## config.mk

```make
export PLATFORM = sky130hd
export DESIGN_NAME = seg_addr_gen
export DESIGN_NICKNAME = d
export VERILOG_FILES = /design/src/rtl/sag_pkg.sv /design/src/rtl/sag_sum.sv /design/src/rtl/sag_window.sv /design/src/rtl/seg_addr_gen.sv
export SDC_FILE = /design/constraint.sdc
export NUM_CORES = 1
export LEC_CHECK = 0
export BUFFER_PORTS_ARGS = -buffer_cell sky130_fd_sc_hd__buf_2
export CORE_UTILIZATION = 35
export DETAILED_ROUTE_END_ITERATION = 8
export PLACE_DENSITY = 0.73
export SLEW_MARGIN = 5
export SYNTH_ARGS = -nofsm -noshare
export SYNTH_HDL_FRONTEND = slang
export SYNTH_SLANG_ARGS = --single-unit
```

## constraint.sdc

```tcl
create_clock -name clk -period 1.55 [get_ports clk]
set_input_delay 0.0775 -clock clk [delete_from_list [all_inputs] [get_ports clk]]
set_output_delay 0.0775 -clock clk [all_outputs]
set_load 0.05 [all_outputs]
```

## src/rtl/sag_pkg.sv

```systemverilog
package sag_pkg;

   typedef enum logic {
      WIN_FLAT = 1'b0,
      WIN_BOOT = 1'b1
   } win_mode_e;

   localparam logic [15:0] BOOT_SEG = 16'hF000;
   localparam logic [15:0] BOOT_OFF = 16'hFFF0;
   localparam int unsigned BOOT_LINEAR = 32'h000F_FFF0;

endpackage

```

## src/rtl/sag_sum.sv

```systemverilog
module sag_sum #(
   parameter int unsigned SEG_W    = 16,
   parameter int unsigned OFF_W    = 16,
   parameter int unsigned SHIFT    = 4,
   parameter int unsigned SUM_W    = 21,
   parameter int unsigned GATE_BIT = 20,
   parameter bit          GATE_EN  = 1'b1
) (
   input  logic [SEG_W-1:0] seg_i,
   input  logic [OFF_W-1:0] off_i,
   input  logic             gate_open_i,
   output logic [SUM_W-1:0] sum_o
);

   localparam int unsigned SHL_W = SEG_W + SHIFT;

   logic [SHL_W-1:0] seg_shl;
   logic [SUM_W-1:0] raw_sum;

   initial begin
      assert (SUM_W > SHL_W && SUM_W > OFF_W)
         else $fatal(1, "sag_sum: SUM_W too narrow for the carry");
   end

   assign seg_shl = {seg_i, {SHIFT{1'b0}}};
   assign raw_sum = SUM_W'(seg_shl) + SUM_W'(off_i);

   generate
      if (GATE_EN && (GATE_BIT < SUM_W)) begin : g_gate
         always_comb begin
            sum_o           = raw_sum;
            sum_o[GATE_BIT] = raw_sum[GATE_BIT] & gate_open_i;
         end
      end else begin : g_nogate
         logic unused_gate;
         assign unused_gate = gate_open_i;
         assign sum_o       = raw_sum;
      end
   endgenerate

endmodule

```

## src/rtl/sag_window.sv

```systemverilog
module sag_window
   import sag_pkg::*;
#(
   parameter int unsigned PHYS_W  = 32,
   parameter int unsigned FORCE_W = 12,
   parameter int unsigned SUM_W   = 21
) (
   input  logic              clk,
   input  logic              rst_n,
   input  logic              jump_i,
   input  logic [SUM_W-1:0]  sum_i,
   output win_mode_e         mode_o,
   output logic [PHYS_W-1:0] phys_o,
   output logic              over_o
);

   localparam int unsigned LOW_W = PHYS_W - FORCE_W;

   win_mode_e         mode_q;
   logic [PHYS_W-1:0] phys_boot;
   logic [PHYS_W-1:0] phys_flat;
   logic              carry_out;

   initial begin
      assert (FORCE_W > 0 && FORCE_W < PHYS_W)
         else $fatal(1, "sag_window: FORCE_W out of range");
      assert (SUM_W <= PHYS_W)
         else $fatal(1, "sag_window: sum wider than bus");
   end

   always_ff @(posedge clk or negedge rst_n) begin
      if (!rst_n)      mode_q <= WIN_BOOT;
      else if (jump_i) mode_q <= WIN_FLAT;
   end

   assign mode_o    = mode_q;
   assign phys_flat = PHYS_W'(sum_i);

   generate
      if (SUM_W > LOW_W) begin : g_wide
         assign phys_boot = {{FORCE_W{1'b1}}, sum_i[LOW_W-1:0]};
         assign carry_out = |sum_i[SUM_W-1:LOW_W];
      end else begin : g_narrow
         assign phys_boot = {{FORCE_W{1'b1}}, LOW_W'(sum_i)};
         assign carry_out = 1'b0;
      end
   endgenerate

   always_comb begin
      if (mode_q == WIN_BOOT) begin
         phys_o = phys_boot;
         over_o = carry_out;
      end else begin
         phys_o = phys_flat;
         over_o = 1'b0;
      end
   end

   p_stays_flat_r7: assert property (@(posedge clk) disable iff (!rst_n)
      (mode_q == WIN_FLAT) |=> (mode_q == WIN_FLAT));

   p_jump_closes_r6: assert property (@(posedge clk) disable iff (!rst_n)
      jump_i |=> (mode_q == WIN_FLAT));

endmodule

```

## src/rtl/seg_addr_gen.sv

```systemverilog
module seg_addr_gen
   import sag_pkg::*;
#(
   parameter int unsigned SEG_W    = 16,
   parameter int unsigned OFF_W    = 16,
   parameter int unsigned SHIFT    = 4,
   parameter int unsigned PHYS_W   = 32,
   parameter int unsigned FORCE_W  = 12,
   parameter int unsigned GATE_BIT = 20,
   parameter bit          GATE_EN  = 1'b1
) (
   input  logic              clk,
   input  logic              rst_n,
   input  logic [SEG_W-1:0]  seg_i,
   input  logic [OFF_W-1:0]  off_i,
   input  logic              req_i,
   input  logic              far_jump_i,
   input  logic              a20_en_i,
   output logic [PHYS_W-1:0] addr_o,
   output logic              valid_o,
   output logic              fault_o
);

   localparam int unsigned SHL_W = SEG_W + SHIFT;
   localparam int unsigned SUM_W = ((SHL_W > OFF_W) ? SHL_W : OFF_W) + 1;
   localparam int unsigned LOW_W = PHYS_W - FORCE_W;

   logic [SUM_W-1:0]  sum;
   logic [PHYS_W-1:0] phys;
   logic              over;
   win_mode_e         mode;

   logic [PHYS_W-1:0] addr_q;
   logic              valid_q;
   logic              fault_q;

   initial begin
      assert (SEG_W == 16 && OFF_W == 16 && SHIFT == 4 && LOW_W == 20)
         else $fatal(1, "seg_addr_gen: boot entry constants need a 20-bit window");
      assert (((32'(BOOT_SEG) << 4) + 32'(BOOT_OFF)) == BOOT_LINEAR)
         else $fatal(1, "seg_addr_gen: boot entry inconsistent");
   end

   sag_sum #(
      .SEG_W   (SEG_W),
      .OFF_W   (OFF_W),
      .SHIFT   (SHIFT),
      .SUM_W   (SUM_W),
      .GATE_BIT(GATE_BIT),
      .GATE_EN (GATE_EN)
   ) u_sum (
      .seg_i      (seg_i),
      .off_i      (off_i),
      .gate_open_i(a20_en_i),
      .sum_o      (sum)
   );

   sag_window #(
      .PHYS_W (PHYS_W),
      .FORCE_W(FORCE_W),
      .SUM_W  (SUM_W)
   ) u_win (
      .clk   (clk),
      .rst_n (rst_n),
      .jump_i(far_jump_i),
      .sum_i (sum),
      .mode_o(mode),
      .phys_o(phys),
      .over_o(over)
   );

   always_ff @(posedge clk or negedge rst_n) begin
      if (!rst_n) begin
         addr_q  <= '0;
         valid_q <= 1'b0;
         fault_q <= 1'b0;
      end else begin
         valid_q <= req_i & ~over;
         fault_q <= req_i & over;
         if (req_i && !over) addr_q <= phys;
      end
   end

   assign addr_o  = addr_q;
   assign valid_o = valid_q;
   assign fault_o = fault_q;

   p_excl_r10: assert property (@(posedge clk) disable iff (!rst_n)
      !(valid_o && fault_o));

   p_idle_quiet_r8: assert property (@(posedge clk) disable iff (!rst_n)
      !req_i |=> (!valid_o && !fault_o && $stable(addr_o)));

   p_top_lines_r3: assert property (@(posedge clk) disable iff (!rst_n)
      (req_i && mode == WIN_BOOT) |=> (fault_o || addr_o[PHYS_W-1 -: FORCE_W] == {FORCE_W{1'b1}}));

   p_fault_holds_r5: assert property (@(posedge clk) disable iff (!rst_n)
      fault_o |-> $stable(addr_o));

   p_flat_no_fault_r6: assert property (@(posedge clk) disable iff (!rst_n)
      (mode == WIN_FLAT) |=> !fault_o);

endmodule

```

==> qor.txt <==
Final Non-Filler Cells = 306
DRT Pass-1 Iters = 6
Simple-gate share of the synthesized area = 0.0869
Area delta synth->final = 45.8%
Slowest-stage cell, CP = fa_2
Clock Path Buffers = 2
Setup WS post-layout = -306 ps
Die Area = 5090 sq um
Fmax = 539 MHz
Die height = 71.4 microns
Synth Area in XOR/XNOR = 0.0728
IO Pins = 71
Final net count = 305
Outcome = finished, violations left
Drc violations = 6
Crit start category = input pin
Worst clock skew = 1.41 ps
Fill count = 410
Post-synthesis mux area share = 0.145
Largest net degree at the start of global routing = 26
Peak supply drop = 0.489 mV
Final Max Slew Viols = 0
Vias per cell = 4.84
Reg area = 627 sq um
Total CTS buffers = 3
Commonest cells after routing, fill and taps aside = buf_2 (68), buf_4 (32), dfrtp_1 (24)
Vias = 1481
YS warnings = 0
DRT antenna net count = 0
Worst-skew pair later-pin latency = 260 ps
Initial Utilization = 0.376
First-pass GRT wire length = 6.04 mm
# diodes = 0
Area of the multi-input gates = 1040 sq um
Family with the most delay on the worst path = compound AO/OA/AOI/OAI gates
H-tree depth = 1
Syn_area_per_cell = 10.7 sq um
RSZ-0062 raised after global routing = yes
Failing checks = design-rule violations, negative setup slack
Die W = 71.4 microns
Rows = 24
Adder-cell share of the synthesized area = 0.101
Cell area after synthesis = 1680 sq um
Synthesized flop and latch total = 25
Fin crit period = 1860 ps
RePlAce Congestion = 0.846
Cell Chain, Critical Path = buf_6 -> ha_4 -> fa_2 -> a211oi_2 -> o21bai_2 -> a2111oi_4 -> nor3_2 -> mux2_4 -> mux2_4
Setup CP Type = input pin to flip-flop
Leakage = 1.24 nW
WP buf/inv = 1
Req. time, crit path = 1710 ps
Placed cells = 297
Total GRT Usage = 0.148
Critical path data arrival time = 2010 ps
Detail Placement HPWL = 2.90 mm
Gr ovfl total = 0
Clock transition at path regs = 90 ps
Maximum fanout along the worst path = 3
Worst Max-Slew Pin Slew = 552 ps
Hold/Removal Path Class = input pin to flip-flop
Largest family of logic cells by synthesized area = compound AO/OA/AOI/OAI gates
Post-place setup slack = -699 ps
Distinct cells, synth = 35
Post-synthesis compound-gate area fraction = 0.153
WL per Instance = 12.1 microns
PwrDens = 1010 nW/um^2
Final setup vio count = 21
Number of global-route vias before repair = 1451
Commonest non-fill, non-tap cell in the layout = buf_2
Port Buf Inserts = 70
Sequential-to-total area share from yosys stat = 0.372
Max-Cap Viols = 0
Drt first-iter violations = 34
Tcrit/Tclk final = 1.20
Share of layout cells above drive strength 1 = 0.575
Clk sink count = 25
CTS tree = done
Final core occ = 0.549
DRT Wirelength = 3.72 mm
Fin area = 2460 sq um
Core area = 4470 sq um
Rel. slew slack = 0.632
CP max stage delay = 360 ps
Initial antenna violation count = 0
Crit path capture type = flip-flop
Clock Tree Root = clkbuf_8
Final Hold Vio Count = 0
Post-DP Area = 2250 sq um
Mapped Nets = 207
Most common cell on crit path = mux2_4
Cells after synthesis = 157
## area by class of cell
class | count | share of cell area
clock inverters | 1 | 0.00306
inverters | 1 | 0.00153
repair buffers | 108 | 0.272
clock buffers | 3 | 0.0168
flip-flops and latches | 25 | 0.255
multi-input cells | 116 | 0.425
well taps | 52 | 0.0265
## worst register-to-register path, delay by kind of cell (launching register included)
family          cells  cell delay, ps
buf+inv             1             180
mux                 1             340
compound gates      1             230
flops               1             390
## synthesized netlist by cell type
master     instances  area (sq um)
a2111oi_2          1          15.0
a211oi_1           2          15.0
a211oi_2           2          25.0
a21boi_2           1          11.3
a21o_1             1          7.51
a21o_2             1          8.76
a21oi_1            8          40.0
a21oi_2            2          17.5
a2bb2oi_1          2          17.5
and3_1             3          18.8
buf_2              2          10.0
buf_4             10          75.1
buf_6              2          22.5
clkbuf_2           1          5.00
dfrtp_1           24           601
dfstp_2            1          26.3
fa_1               1          20.0
ha_1              12           150
inv_1              1          3.75
mux2_1             2          22.5
mux2_2            17           191
mux2_4             2          30.0
nand2_1           10          37.5
nand3_1            6          30.0
nand4_1            1          6.26
nor2_1            10          37.5
nor2b_1            1          6.26
nor3_1             2          10.0
o21a_1             5          37.5
o21ai_0            7          35.0
o21bai_2           1          11.3
o22a_1             1          8.76
o31ai_1            1          7.51
xnor2_1            6          52.6
xor2_1             8          70.1
## kinds of logic after synthesis
logic type | Yosys count
AOI/OAI and AO/OA | 35
and+or+nand+nor | 33
DFF | 25
muxes | 21
buffers and inverters | 16
xor gates and xnor gates | 14
adders and majority gates | 13
## where the power goes
part,internal (mW),switching [mW],total (mW),leakage (nW)
Sequential,0.764,0.0647,0.829,0.294
Combinational,0.471,0.787,1.26,0.926
Clock,0.182,0.201,0.383,0.0217
## worst paths after layout
| kind | start | to | slack, ps | cells past startpoint |
|---|---|---|---|---|
| max | off_i[4] | addr_o[14]$_DFFE_PN0P_ | -310 | 9 |
| min in group asynchronous | rst_n | addr_o[9]$_DFFE_PN0P_ | 330 | 2 |
| min | off_i[1] | addr_o[1]$_DFFE_PN0P_ | 40 | 2 |
| min reg2reg | u_win.mode_o$_DFFE_PN1P_ | u_win.mode_o$_DFFE_PN1P_ | 490 | 2 |
| max in group asynchronous | rst_n | u_win.mode_o$_DFFE_PN1P_ | 850 | 2 |
| max reg2reg | u_win.mode_o$_DFFE_PN1P_ | addr_o[6]$_DFFE_PN0P_ | 310 | 3 |
## stage by stage
| stage | setup TNS (ps) | power (mW) | hold WS, ps |
|---|---|---|---|
| after detailed placement | -13530 | 2.02 | 101 |
| after global placement | -12510 | 2.01 | 96.6 |
| after global routing | -6250 | 2.61 | 23.7 |
| final | -4850 | 2.47 | 39.1 |
| after floorplan | -9150 | 1.70 | -218 |
| after CTS | -5400 | 2.49 | 28.6 |
## metal layers
layer | share of wire | global-route usage | wire length (microns) | vias up
met5 | 0 | 0 | 0 | -
met4 | 0 | 0.0133 | 0 | 0
met3 | 0.057 | 0.0338 | 210 | 0
met2 | 0.49 | 0.273 | 1830 | 42
met1 | 0.45 | 0.183 | 1670 | 693
li1 | - | - | - | 746
## registers in the layout, summed over array words and instances, names as in the netlist
register and count:
addr_o 22, fault_o 1, u_win.mode_o 1, valid_o 1
## timing repair
item | CTS | global route
hold endpoints to repair | 25 | 0
buffers inserted | 1 | 2
resized for setup | 20 | 4
pin swaps | 9 | 5
hold buffers | 2 | 0
cloned | 0 | 0
endpoints found under the setup margin | 21 | 21
No activity file was read; power rests on OpenSTA's default activity.
